[src/rtl/chirp_dds.sv]
module chirp_dds #(
  parameter int PHASE_W = 32,
  parameter int INC_W   = 32,
  parameter int RATE_W  = 32,
  parameter int OUT_W   = 8
) (
  input  logic              clk,
  input  logic              rst,
  input  logic              run,
  input  logic              sweep_down,
  input  logic [INC_W-1:0]  start_inc,
  input  logic [INC_W-1:0]  lim_hi,
  input  logic [INC_W-1:0]  lim_lo,
  input  logic [RATE_W-1:0] rate,
  output logic              sq_out,
  output logic [OUT_W-1:0]  phase_word,
  output logic [INC_W-1:0]  freq_word,
  output logic              done
);
  localparam int EXT = INC_W + 1 - RATE_W;

  logic [PHASE_W-1:0] phase_q;
  logic [PHASE_W-1:0] inc_ext;
  logic [INC_W-1:0]   inc_q;
  logic [INC_W:0]     rate_ext;
  logic [INC_W:0]     up_sum;
  logic [INC_W:0]     dn_diff;
  logic [INC_W-1:0]   up_next;
  logic [INC_W-1:0]   dn_next;
  logic [INC_W-1:0]   step_next;
  logic [INC_W-1:0]   bound;
  logic               hit;

  generate
    if (PHASE_W == INC_W) begin : g_same
      assign inc_ext = inc_q;
    end else begin : g_wide
      assign inc_ext = {{(PHASE_W-INC_W){1'b0}}, inc_q};
    end
  endgenerate

  assign rate_ext = {{EXT{1'b0}}, rate};
  assign up_sum   = {1'b0, inc_q} + rate_ext;
  assign dn_diff  = {1'b0, inc_q} - rate_ext;

  assign up_next = (up_sum >= {1'b0, lim_hi}) ? lim_hi : up_sum[INC_W-1:0];
  assign dn_next = (dn_diff[INC_W] || (dn_diff[INC_W-1:0] <= lim_lo)) ? lim_lo : dn_diff[INC_W-1:0];

  assign step_next = sweep_down ? dn_next : up_next;
  assign bound     = sweep_down ? lim_lo : lim_hi;
  assign hit       = run && (step_next == bound) && (inc_q != bound);

  always_ff @(posedge clk) begin
    if (rst) begin
      phase_q <= '0;
      inc_q   <= start_inc;
      done    <= 1'b0;
    end else begin
      phase_q <= phase_q + inc_ext;
      done    <= hit;
      if (run) inc_q <= step_next;
    end
  end

  assign sq_out     = phase_q[PHASE_W-1];
  assign phase_word = phase_q[PHASE_W-1 -: OUT_W];
  assign freq_word  = inc_q;
endmodule

[config.mk]
export PLATFORM = sky130hd
export DESIGN_NAME = chirp_dds
export DESIGN_NICKNAME = d
export VERILOG_FILES = /design/src/rtl/chirp_dds.sv
export SDC_FILE = /design/constraint.sdc
export NUM_CORES = 1
export LEC_CHECK = 0
export BUFFER_PORTS_ARGS = -buffer_cell sky130_fd_sc_hd__buf_2
export CAP_MARGIN = 20
export CELL_PAD_IN_SITES_DETAIL_PLACEMENT = 1
export CELL_PAD_IN_SITES_GLOBAL_PLACEMENT = 1
export CORE_UTILIZATION = 44
export CTS_CLUSTER_DIAMETER = 120
export DETAILED_ROUTE_END_ITERATION = 16
export PLACE_DENSITY_LB_ADDON = 0.08
export RECOVER_POWER = 50
export SETUP_SLACK_MARGIN = 0.05
export SLEW_MARGIN = 15
export SYNTH_ARGS = -nofsm -noshare
export SYNTH_HDL_FRONTEND = slang
export SYNTH_SLANG_ARGS = --single-unit
[constraint.sdc]
create_clock -name clk -period 7.8 [get_ports clk]
set_input_delay 1.56 -clock clk [delete_from_list [all_inputs] [get_ports clk]]
set_output_delay 1.56 -clock clk [all_outputs]
set_load 0.01 [all_outputs]
Word-level counts from Yosys, hierarchy flattened
Index checks and enable logic that the tools add are counted.
{"block": "op_classes", "n_mux": 6, "order_cmp": 2, "addsub": 3, "reduce_logical": 4, "n_eq_ne": 2}
{"cell": "$mux 32", "count": 6}
{"cell": "$add 32x32->33", "count": 1}
{"cell": "$ge 33x32->1", "count": 1}
{"cell": "$sub 32x32->33", "count": 1}
{"cell": "$add 32x32->32", "count": 1}
{"cell": "$eq 32x32->1", "count": 1}
{"cell": "$le 32x32->1", "count": 1}
{"cell": "$ne 32x32->1", "count": 1}
{"cell": "$logic_and 1x1->1", "count": 2}
{"cell": "$reduce_bool 2->1", "count": 1}
{"cell": "$logic_or 1x1->1", "count": 1}
{"block": "totals", "inputBits": 132, "wordCells": 20, "out_inout_bits": 42, "ff_bits": 65}

Longest topological paths before layout
Gate-level depths: netlist of run 1.
{"block": "logic_depth", "ltp_word": 8, "mapped_depth": 26}

Worst setup path before layout of run 1
No wires, ideal clock.
{"block": "synth_timing", "kind": "input port to flip-flop", "from": "input rate[0]", "to": "register inc_q[25], in the netlist freq_word[25], data pin", "setup_ns": 0.261, "t_arrival_ns": 6.286, "path_buffers": 2, "cell_stages": 24, "setup_slack_ns": 1.254, "cell_sequence": "ha_1 > fa_1 > nand2b_1 > a211oi_2 > o221a_4 > a221oi_4 > o2111ai_1 > and2_1 > buf_6 > a2111o_1 > a21oi_2 > xor2_1 > ha_1 > o21a_1 > o21ai_0 > a21oi_1 > a2111oi_0 > o31ai_1 > a211oi_4 > buf_6 > nor2_1 > a21oi_1 > nor3_1 > a221o_1"}
{"block": "synth_between", "elab_chain_cells": 7, "elab_cells_between_ends": 10}
{"element": "from (decl)", "line": "14", "source": "input logic [RATE_W-1:0] rate,"}
{"element": "$sub 32x32->33", "line": "44", "source": "assign dn_diff = {1'b0, inc_q} - rate_ext;"}
{"element": "$le 32x32->1", "line": "47", "source": "assign dn_next = (dn_diff[INC_W] || (dn_diff[INC_W-1:0] <= lim_lo)) ? lim_lo : dn_diff[INC_W-1:0];"}
{"element": "$logic_or 1x1->1", "line": "47"}
{"element": "$mux 32", "line": "47"}
{"element": "$mux 32 *", "line": "49", "source": "assign step_next = sweep_down ? dn_next : up_next;"}
{"element": "$mux 32 *", "line": "61", "source": "if (run) inc_q <= step_next;"}
{"element": "$mux 32 *", "line": "54", "source": "if (rst) begin"}
{"element": "to (signal assigned)", "line": "56", "source": "inc_q <= start_inc;"}
{"element": "to (signal assigned)", "line": "61"}
{"element": "to (decl)", "line": "24", "source": "logic [INC_W-1:0] inc_q;"}
Mark *: on every way between the ends. The rest lies on a longest branch, timed or not. The select of a mux whose other input is x is not followed.
A chain may end at the register's enable or synchronous reset.

Final worst setup path of run 1
{"block": "layout_timing", "from": "input rate[0]", "to": "register inc_q[12], in the netlist freq_word[12], data pin"}
Same word-level chain as after synthesis.

==> results of run 1 <==
==> flip-flops by register name (all words and copies together) (netlist names) <==
register   flops
done           1
phase_q       32
freq_word     32
==> cell usage in the layout, fill, tap and decap left out, drive strengths merged, types with 7 or more instances in the layout <==
cell and n:
buf 202, ha 159, inv 149, a21oi 141, nor2 131, nand2 116, xnor2 106, o21ai 83
mux2i 54, a21o 51, a211oi 43, nor3 42, clkbuf 40, nor4 35, xor2 34, dfxtp 33
edfxtp 32, o21a 26, nand4 25, nor2b 23, nand2b 18, nand3 18, o21bai 16, o211ai 14
a2111oi 13, o31ai 13, a31oi 12, and2 12, or3 10, xnor3 10, o221ai 9, o2111ai 9
and3 9, mux2 9, a221oi 9, a211o 8, and4 8, or2 8, a21boi 7, a311oi 7
==> per-stage QoR <==
step | hold WS (ps) | utilization (%) | power [W] | instances | area (sq um)
after global routing | 656 | 51.0 | 0.00436 | 2201 | 14300
after detailed placement | 571 | 50.1 | 0.00360 | 2184 | 14000
after global placement | 535 | 50.1 | 0.00352 | 2184 | 14000
after floorplan | 524 | - | 0.00263 | 1659 | 12600
after CTS | 637 | 51.1 | 0.00402 | 2200 | 14300
final | 631 | 51.0 | 0.00410 | 2201 | 14300
==> cell families after synthesis <==
logic type | count (synthesis) | synth area share (%)
DFF | 65 | 12.8
adders and majority gates | 162 | 16.2
buffers and inverters | 233 | 7.68
muxes | 63 | 5.08
AOI/OAI and AO/OA | 516 | 28.4
and+or+nand+nor | 470 | 18.3
xor gates and xnor gates | 150 | 11.5
==> timing repair <==
action / in CTS / in global routing
endpoints found under the hold margin: 0 / 0
endpoints found under the setup margin: 0 / 29
gates resized for setup: 0 / 2
hold buffers: 0 / 0
setup buffers: 0 / 1
==> worst max-delay path by stage <==
stage / cells past startpoint / endpoint / from / slack (ps)
after global placement: 24 / freq_word[12] / rate[9] / 210
after CTS: 24 / freq_word[12] / rate[14] / 360
final: 24 / freq_word[12] / rate[0] / 380
after floorplan: 24 / freq_word[25] / rate[0] / 1250
after global routing: 24 / freq_word[23] / rate[14] / 60
after detailed placement: 24 / freq_word[12] / rate[14] / 40
==> worst max-delay path: stages <==
cell and delay (ps):
buf_2 120, ha_1 260, fa_1 420, nand2b_1 160, a211oi_2 160, o221a_4 290, a221oi_4 310, o2111ai_1 230
and2_1 310, a2111o_1 430, a21oi_2 230, xor2_1 310, ha_1 320, o21a_1 110, o21ai_0 240, a21oi_1 70
a2111oi_0 420, o31ai_1 210, a211oi_4 360, buf_12 270, mux2i_1 230, nor2_1 60, a21oi_1 250, o21ai_1 80
==> layout make-up <==
cell class / instances / share of cell area (%)
clock buffers: 11 / 1.70
clock inverters: 5 / 0.210
inverters: 150 / 3.94
multi-input cells: 1361 / 70.4
flip-flops and latches: 65 / 11.3
well taps: 378 / 3.31
repair buffers: 231 / 9.11
==> power groups by stage <==
stage                     logic, W  clock network (W)  registers [W]
after global routing       0.00336           0.000401       0.000595
after detailed placement   0.00302                  0       0.000588
after CTS                  0.00304           0.000389       0.000582
after floorplan            0.00208                  0       0.000553
final                      0.00313           0.000384       0.000587
after global placement     0.00293                  0       0.000584
==> routing by layer <==
metal	vias up	routed length [um]
li1	6387	-
met3	110	5960
met5	-	0
met2	754	23800
met1	6943	25000
met4	0	1900
==> run metrics, run 1 <==
dpl ws=roughly 44 ps; die footprint=approximately 0.03 sq mm; beginning of the worst hold path=phase_q[0]; CTS Root Cell=clkbuf_16; register area=0.00162 sq mm; unrepaired setup endpoints after global routing=false; CTS H-Tree Depth=3; gpl congestion=0.999; Final min period=7420 ps; M2 GR Usage=a little under 60%; Clock power frac=under 10%; maxcap violations=1; crit path kind=in2reg; Worst Tran Pin Value=~2500 ps; Routed Wire Length=between 50 and 60 mm; Internal=0.00192 W; TritonCTS clock tree=built; syn avg cell area=7.62 sq um; vias in the first global route=13,900; CP arrival=approximately 7500 ps; Rel. slew slack=-68.8%; routed length per instance=around 26 um; CTS max path bufs=2; Clock transition at path regs=about 50 ps; final worst slack=376 ps; predominant post-synthesis flop cell=dfxtp_1; Multi-input gate area=0.0101 sq mm; Core Rows=61; R2R Path End=freq_word[12]; pin count of the biggest net entering global routing=between 80 and 90; Comb pwr share=between 70% and 80%; total track usage=between 30 and 40%; met1 GRT Util=a little under three fifths; total CTS buffers=9; fraction of layout instances using a drive strength above 1=14.4%; DRC violations left=0; Setup Skew=12.2 ps; I/O pin total=around 170; vias post-DR=roughly 14,000; fmax=0.135 GHz; P_leak=approximately 6.6 nW; grt ovf=0; DR vias/cell=around 6.4; Required @ worst endpoint=roughly 7900 ps; failing checks=capacitance limit, slew limit; Area contributors post-synth=ha_1 16%, edfxtp_1 7.6%, xnor2_1 7.3%; count leader, synth=ha_1; R2R setup slack=about 1200 ps; Mapped Area=between 0.01 and 0.015 sq mm; input/output buffers=173; R2R depth=23; WHS Endpoint=phase_q[0]; post-synth top area share=15.7%; first-pass GRT wire length=approximately 85 mm; net switching power figure=around 0.0022 W; Hold Fails Final Rpt=0; #FFs+latches synth=between 60 and 70; CP Launch Type=input port; Worst VDD drop=around 0.00017 V; Final ANT Viol Nets=0; critical path peak fanout=42; Power Dens Cells=around 290 mW/mm^2; die span in x=between 150 and 200 um; # fillers=3,580; Top Usage Layer GRT=met2; HPWL Detailed=about 47 mm; post-synth top area cell=ha_1; status=finished with violations; initial antenna violation count=1; Area Overhead vs Synth=13.1%; Seq/Total Area, Yosys=about an eighth; count of cell types in the netlist=93; Synth top cells by count=159 x ha_1, 143 x inv_1, 138 x a21oi_1; final-stage net count=between 2,000 and 2,500; Final TNS setup=0 ps; CP endpoint kind=flip-flop; Hold WC Path Type=reg2reg; chip height=between 150 and 200 um; n_diodes=0; Initial Utilization=between 40 and 50%; Seq pwr share=between 10 and 15%; Syn Nets=between 1,500 and 2,000; detailed-router iteration count before antenna repair=6; reg2reg start=freq_word[0]; Worst-Skew Late Latency=approximately 340 ps; Sw Share=approximately 53%; Post-Syn Instances=approximately 1,700; Final setup viols=0; Synth async-reset ratio=0%; Core Area=0.0280 sq mm; Starting DRT DRC Count=between 1,500 and 2,000; Sink Count=65; Slew Limit Fails=33; YS warnings=0; met3 Resource Use GR=5.66%; fin crit share=between 90% and 100%; WHS Path Cells=2; Post-synth EDFFs=32
Note: power is estimated with default switching activity, not from simulation.
==> run 2: changes to the inputs <==
--- a/config.mk
+++ b/config.mk
@@ -5,13 +5,14 @@
 export SDC_FILE = /design/constraint.sdc
 export NUM_CORES = 1
 export LEC_CHECK = 0
-export BUFFER_PORTS_ARGS = -buffer_cell sky130_fd_sc_hd__buf_2
 export CAP_MARGIN = 20
 export CELL_PAD_IN_SITES_DETAIL_PLACEMENT = 1
 export CELL_PAD_IN_SITES_GLOBAL_PLACEMENT = 1
-export CORE_UTILIZATION = 44
+export CORE_ASPECT_RATIO = 0.5
+export CORE_UTILIZATION = 30
 export CTS_CLUSTER_DIAMETER = 120
 export DETAILED_ROUTE_END_ITERATION = 16
+export DONT_BUFFER_PORTS = 1
 export PLACE_DENSITY_LB_ADDON = 0.08
 export RECOVER_POWER = 50
 export SETUP_SLACK_MARGIN = 0.05
==> run metrics, run 2 (synthesis results as in run 1) <==
status=finished with violations; failing checks=capacitance limit, slew limit; Setup Skew=between 10 and 15 ps; total CTS buffers=9; Final ANT Viol Nets=0; Starting DRT DRC Count=between 900 and 1,000; commonest non-fill, non-tap cell in the layout=ha_1; Final setup viols=0; Worst-Skew Late Latency=~360 ps; fraction of layout instances using a drive strength above 1=under 10%; Core Area=slightly above 0.04 sq mm; Hold WC Path Type=reg2reg; first-pass GRT wire length=~87 mm; final-stage net count=1,925; Worst Tran Pin Value=between 2000 and 3000 ps; die span in x=approximately 290 um; CTS Root Cell=clkbuf_16; die footprint=between 0.04 and 0.05 sq mm; CP arrival=~7700 ps; Worst VDD drop=roughly 0.00011 V; Multi-input gate area=slightly above 0.01 sq mm; register area=0.00162 sq mm; Routed Wire Length=around 60 mm; WHS Path Cells=2; HPWL Detailed=roughly 51 mm; reg2reg start=freq_word[1]; Power Dens Cells=291 mW/mm^2; Final Cell Area=roughly 0.014 sq mm; CP endpoint kind=flip-flop; postcts setup bufs=0; CP Launch Type=input port; Area Overhead vs Synth=7.24%; Tot Pwr=a little under 0.004 W; DRC violations left=0; DR vias/cell=a little under 6; Initial Utilization=30.8%; R2R setup slack=roughly 700 ps; CP top delay family=compound AO/OA/AOI/OAI gates; vias in the first global route=between 10,000 and 15,000; I/O pin total=174; CTS H-Tree Depth=3; unrepaired setup endpoints after global routing=false; commonest non-fill, non-tap cells in the layout=159 x ha_1, 143 x inv_1, 138 x a21oi_1, 130 x nor2_1, 116 x nand2_1; crit path kind=in2reg; gpl congestion=around 0.93; Critical Path End=freq_word[20]; grt ovf=0; Clock transition at path regs=60 ps; maxcap violations=1; R2R Path End=freq_word[20]; pin count of the biggest net entering global routing=90; CP bufs+invs=2; TritonCTS clock tree=built; fmax=between 0.1 and 0.15 GHz; detailed-router iteration count before antenna repair=5; vias post-DR=12,800; P_leak=5.96 nW; crit-path max cell delay=about 660 ps; input/output buffers=0; Slew Limit Fails=33; Cell Area, Placed=between 0.01 and 0.015 sq mm; initial antenna violation count=4; Core Rows=52; critical path peak fanout=23; Hold Fails Final Rpt=0; CTS max path bufs=2; CP cell instances=inv_1, ha_1, o21a_1, o31a_1, o41ai_2, o31ai_2, a311o_1, and4_1, o211ai_1, nand2_1, xor2_1, ha_1, nand4_1, nor4_4, a21boi_1, o21ai_0, a21oi_4, buf_12, mux2_2, nand2_1, o211ai_1, o21a_1; # fillers=around 5,000; chip height=around 150 um; total track usage=between 20 and 30%; Sink Count=65; Required @ worst endpoint=around 8000 ps; Slowest cell on crit path=o41ai_2; routed length per instance=27.5 um; Rel. slew slack=-80.5%; CP Depth=22; fin crit share=between 90% and 100%; R2R depth=21; Fin Hold WS=570 ps; Final min period=between 7000 and 8000 ps; Critical Path Source=rate[2]
==> run 2: cell types whose count changed in the layout (fill, tap and decap cells not counted), sizes merged <==
cell	previous run	this run
buf	202	41
diode	0	1
inv	149	147
dlymetal6s2s	0	1
clkbuf	40	15
==> run 2: report_power, final <==
| part | internal (W) | switching (W) | leakage, nW |
|---|---|---|---|
| clock | 0.000223 | 0.000164 | 0.130 |
| combinational | 0.00115 | 0.00180 | 5.23 |
| sequential | 0.000474 | 0.000139 | 0.605 |
==> run 2: worst min path at each step <==
stage / startpoint / endpoint / slack, ps
after floorplan: phase_q[0] / phase_q[0] / 520
after global placement: phase_q[0] / phase_q[0] / 540
after detailed placement: phase_q[0] / phase_q[0] / 560
after CTS: phase_q[0] / phase_q[0] / 580
after global routing: phase_q[0] / phase_q[0] / 600
final: phase_q[0] / phase_q[0] / 570
==> run 2: tightest hold or removal path: cells and delay by family, from the launching register on <==
kind,cells,cell delay [ps]
AND/OR/NAND/NOR,1,110
adder cells (fa/ha/maj),1,110
flip-flops,1,310
==> run 2: per-layer routing <==
layer | share of wire [%] | GRT usage, %
met2 | 44 | 43.9
met3 | 7.5 | 7.52
met4 | 2.1 | 6.26
met5 | 0.032 | 0
met1 | 46 | 37.1
==> run 2: layout make-up <==
class,count,share of cell area [%]
clock inverters,3,0.129
inverters,150,4.16
repair buffers,44,2.60
diodes,1,0.0185
multi-input cells,1361,74.3
well taps,540,4.99
flip-flops and latches,65,12.0
clock buffers,13,1.85
==> run 2: timing repair <==
item,4_1_cts,5_1_grt
resized for setup,1,2
hold buffers,0,0
pin swaps,0,0
cloned,0,0
setup endpoints to repair,13,23
==> run 2: stage by stage <==
| step | setup TNS (ps) | std cells | utilization (%) | setup WS, ps |
|---|---|---|---|---|
| finish | 0 | 2177 | 33.1 | 224 |
| global route | 0 | 2176 | 33.0 | 45.9 |
| CTS | 0 | 2175 | 33.0 | 186 |
| detailed placement | -8120 | 2159 | 32.3 | -487 |
| global placement | -5480 | 2159 | 32.3 | -389 |
| floorplan | 0 | 1659 | - | 1250 |
==> run 3: changes to the inputs <==
--- a/config.mk
+++ b/config.mk
@@ -9,6 +9,7 @@
 export CELL_PAD_IN_SITES_DETAIL_PLACEMENT = 1
 export CELL_PAD_IN_SITES_GLOBAL_PLACEMENT = 1
 export CORE_ASPECT_RATIO = 0.5
+export CORE_MARGIN = 2
 export CORE_UTILIZATION = 30
 export CTS_CLUSTER_DIAMETER = 120
 export DETAILED_ROUTE_END_ITERATION = 16
==> run metrics, run 3 (synthesis results as in run 1) <==
status=finished with violations; failing checks=capacitance limit, slew limit; commonest non-fill, non-tap cell in the layout=ha_1; Resize count post-CTS=0; Area Overhead vs Synth=6.95%; fin crit share=about 93%; Sw Share=a little over half; Clock transition at path regs=approximately 60 ps; chip height=149 um; fin util=roughly a third; Final ANT Viol Nets=0; net switching power figure=approximately 0.0021 W; Initial Utilization=a little under a third; Worst VDD drop=about 0.00012 V; Slew Limit Fails=33; I/O pin total=around 170; CP cell instances=inv_1, ha_1, nor2b_1, a211oi_1, o211a_1, o211ai_1, nand3b_1, a21oi_1, o311a_1, a211oi_2, inv_1, ha_1, o21a_1, o21ai_0, a21oi_1, a2111oi_0, o31ai_1, a211oi_4, buf_12, buf_4, mux2i_1, nor2_1, a21oi_1, o21ai_1; DRC violations left=0; CP Launch Type=input port; Power Dens Cells=294 mW/mm^2; P_leak=5.91 nW; pin count of the biggest net entering global routing=90; Sink Count=65; CP top delay family=compound AO/OA/AOI/OAI gates; routed length per instance=between 20 and 30 um; CP arrival=about 7400 ps; DR vias/cell=slightly below 6; Required @ worst endpoint=just under 8000 ps; final-stage net count=about 1,900; Tot Pwr=~0.0040 W; CP endpoint kind=flip-flop; total CTS buffers=9; Internal=0.00186 W; Worst Tran Pin Value=2660 ps; CTS max path bufs=2; CTS Root Cell=clkbuf_16; fmax=approximately 0.14 GHz; input/output buffers=0; die span in x=about 290 um; Hold Fails Final Rpt=0; Seq pwr share=roughly 15%; Hold Buf Count CTS=0; die footprint=roughly 0.044 sq mm; Routed Wire Length=60.0 mm; Final setup viols=0; grt ovf=0; gpl congestion=about 0.9; Starting DRT DRC Count=around 980; total track usage=around 27%; maxcap violations=1; Hold WC Path Type=reg2reg; Setup Skew=about 8 ps; postcts setup bufs=0; fraction of layout instances using a drive strength above 1=between 5 and 6%; unrepaired setup endpoints after global routing=false; HPWL Detailed=between 50 and 60 mm; Core Rows=53; Core Area=roughly 0.042 sq mm; crit path kind=in2reg; CTS H-Tree Depth=3; Clock power frac=roughly a tenth; Comb pwr share=74.0%; vias in the first global route=around 13,000; commonest non-fill, non-tap cells in the layout=159 x ha_1, 143 x inv_1, 138 x a21oi_1, 130 x nor2_1, 116 x nand2_1; crit-path max cell delay=around 600 ps; Slowest cell on crit path=a211oi_1; vias post-DR=12,900; Rel. slew slack=-77.3%; critical path peak fanout=about 50; most frequent CP cell=a21oi_1; Final min period=7290 ps; detailed-router iteration count before antenna repair=5; initial antenna violation count=2; Final TNS setup=0 ps; Worst-Skew Late Latency=around 360 ps; CP bufs+invs=4; first-pass GRT wire length=~88 mm; TritonCTS clock tree=built
==> run 3: path summary, 6_finish.rpt <==
check / startpoint / end / slack (ps) / cells after the start
max: rate[2] / freq_word[12] / 510 / 24
max reg2reg: freq_word[2] / freq_word[12] / 1070 / 23
min: phase_q[0] / phase_q[0] / 560 / 2
min reg2reg: phase_q[0] / phase_q[0] / 560 / 2
==> run 3: power by group through the flow <==
stage	clock (W)	combinational, W	sequential, W
2_1_floorplan	0	0.00208	0.000553
3_3_place_gp	0	0.00282	0.000619
3_5_place_dp	0	0.00287	0.000624
4_1_cts	0.000431	0.00290	0.000617
5_1_grt	0.000443	0.00321	0.000623
6_report	0.000420	0.00294	0.000610
==> run 3: area by class of cell <==
cell class / count / area [sq um]
multi-input cells: 1361 / 10000
well taps: 550 / 688
repair buffers: 37 / 292
clock inverters: 2 / 10.0
flip-flops and latches: 65 / 1620
clock buffers: 14 / 285
diodes: 1 / 2.50
inverters: 150 / 563
fillers: 5097 / 28300
==> run 3: through the flow <==
| step | instance area [sq um] | instances | setup WS [ps] | hold WS, ps |
|---|---|---|---|---|
| floorplan | 12600 | 1659 | 1250 | 524 |
| global placement | 13200 | 2163 | 418 | 535 |
| detailed placement | 13200 | 2163 | 321 | 541 |
| CTS | 13500 | 2179 | 708 | 560 |
| global route | 13500 | 2179 | 268 | 593 |
| finish | 13500 | 2180 | 514 | 555 |
==> run 3: per-layer routing <==
layer / global-route usage (%) / wire [um]
met1: 37.9 / 28500
met3: 4.90 / 3610
met5: 0 / 0
met2: 43.5 / 26700
met4: 5.56 / 1210
==> run 3: worst register-to-register path, stage by stage (launching register included) <==
cell,delay (ps)
edfxtp_1,590
ha_1,500
nor2b_1,200
a211oi_1,600
o211a_1,380
o211ai_1,210
nand3b_1,240
a21oi_1,280
o311a_1,400
a211oi_2,340
inv_1,90
ha_1,300
o21a_1,180
o21ai_0,240
a21oi_1,70
a2111oi_0,420
o31ai_1,200
a211oi_4,230
buf_12,280
buf_4,270
mux2i_1,200
nor2_1,70
a21oi_1,120
o21ai_1,70
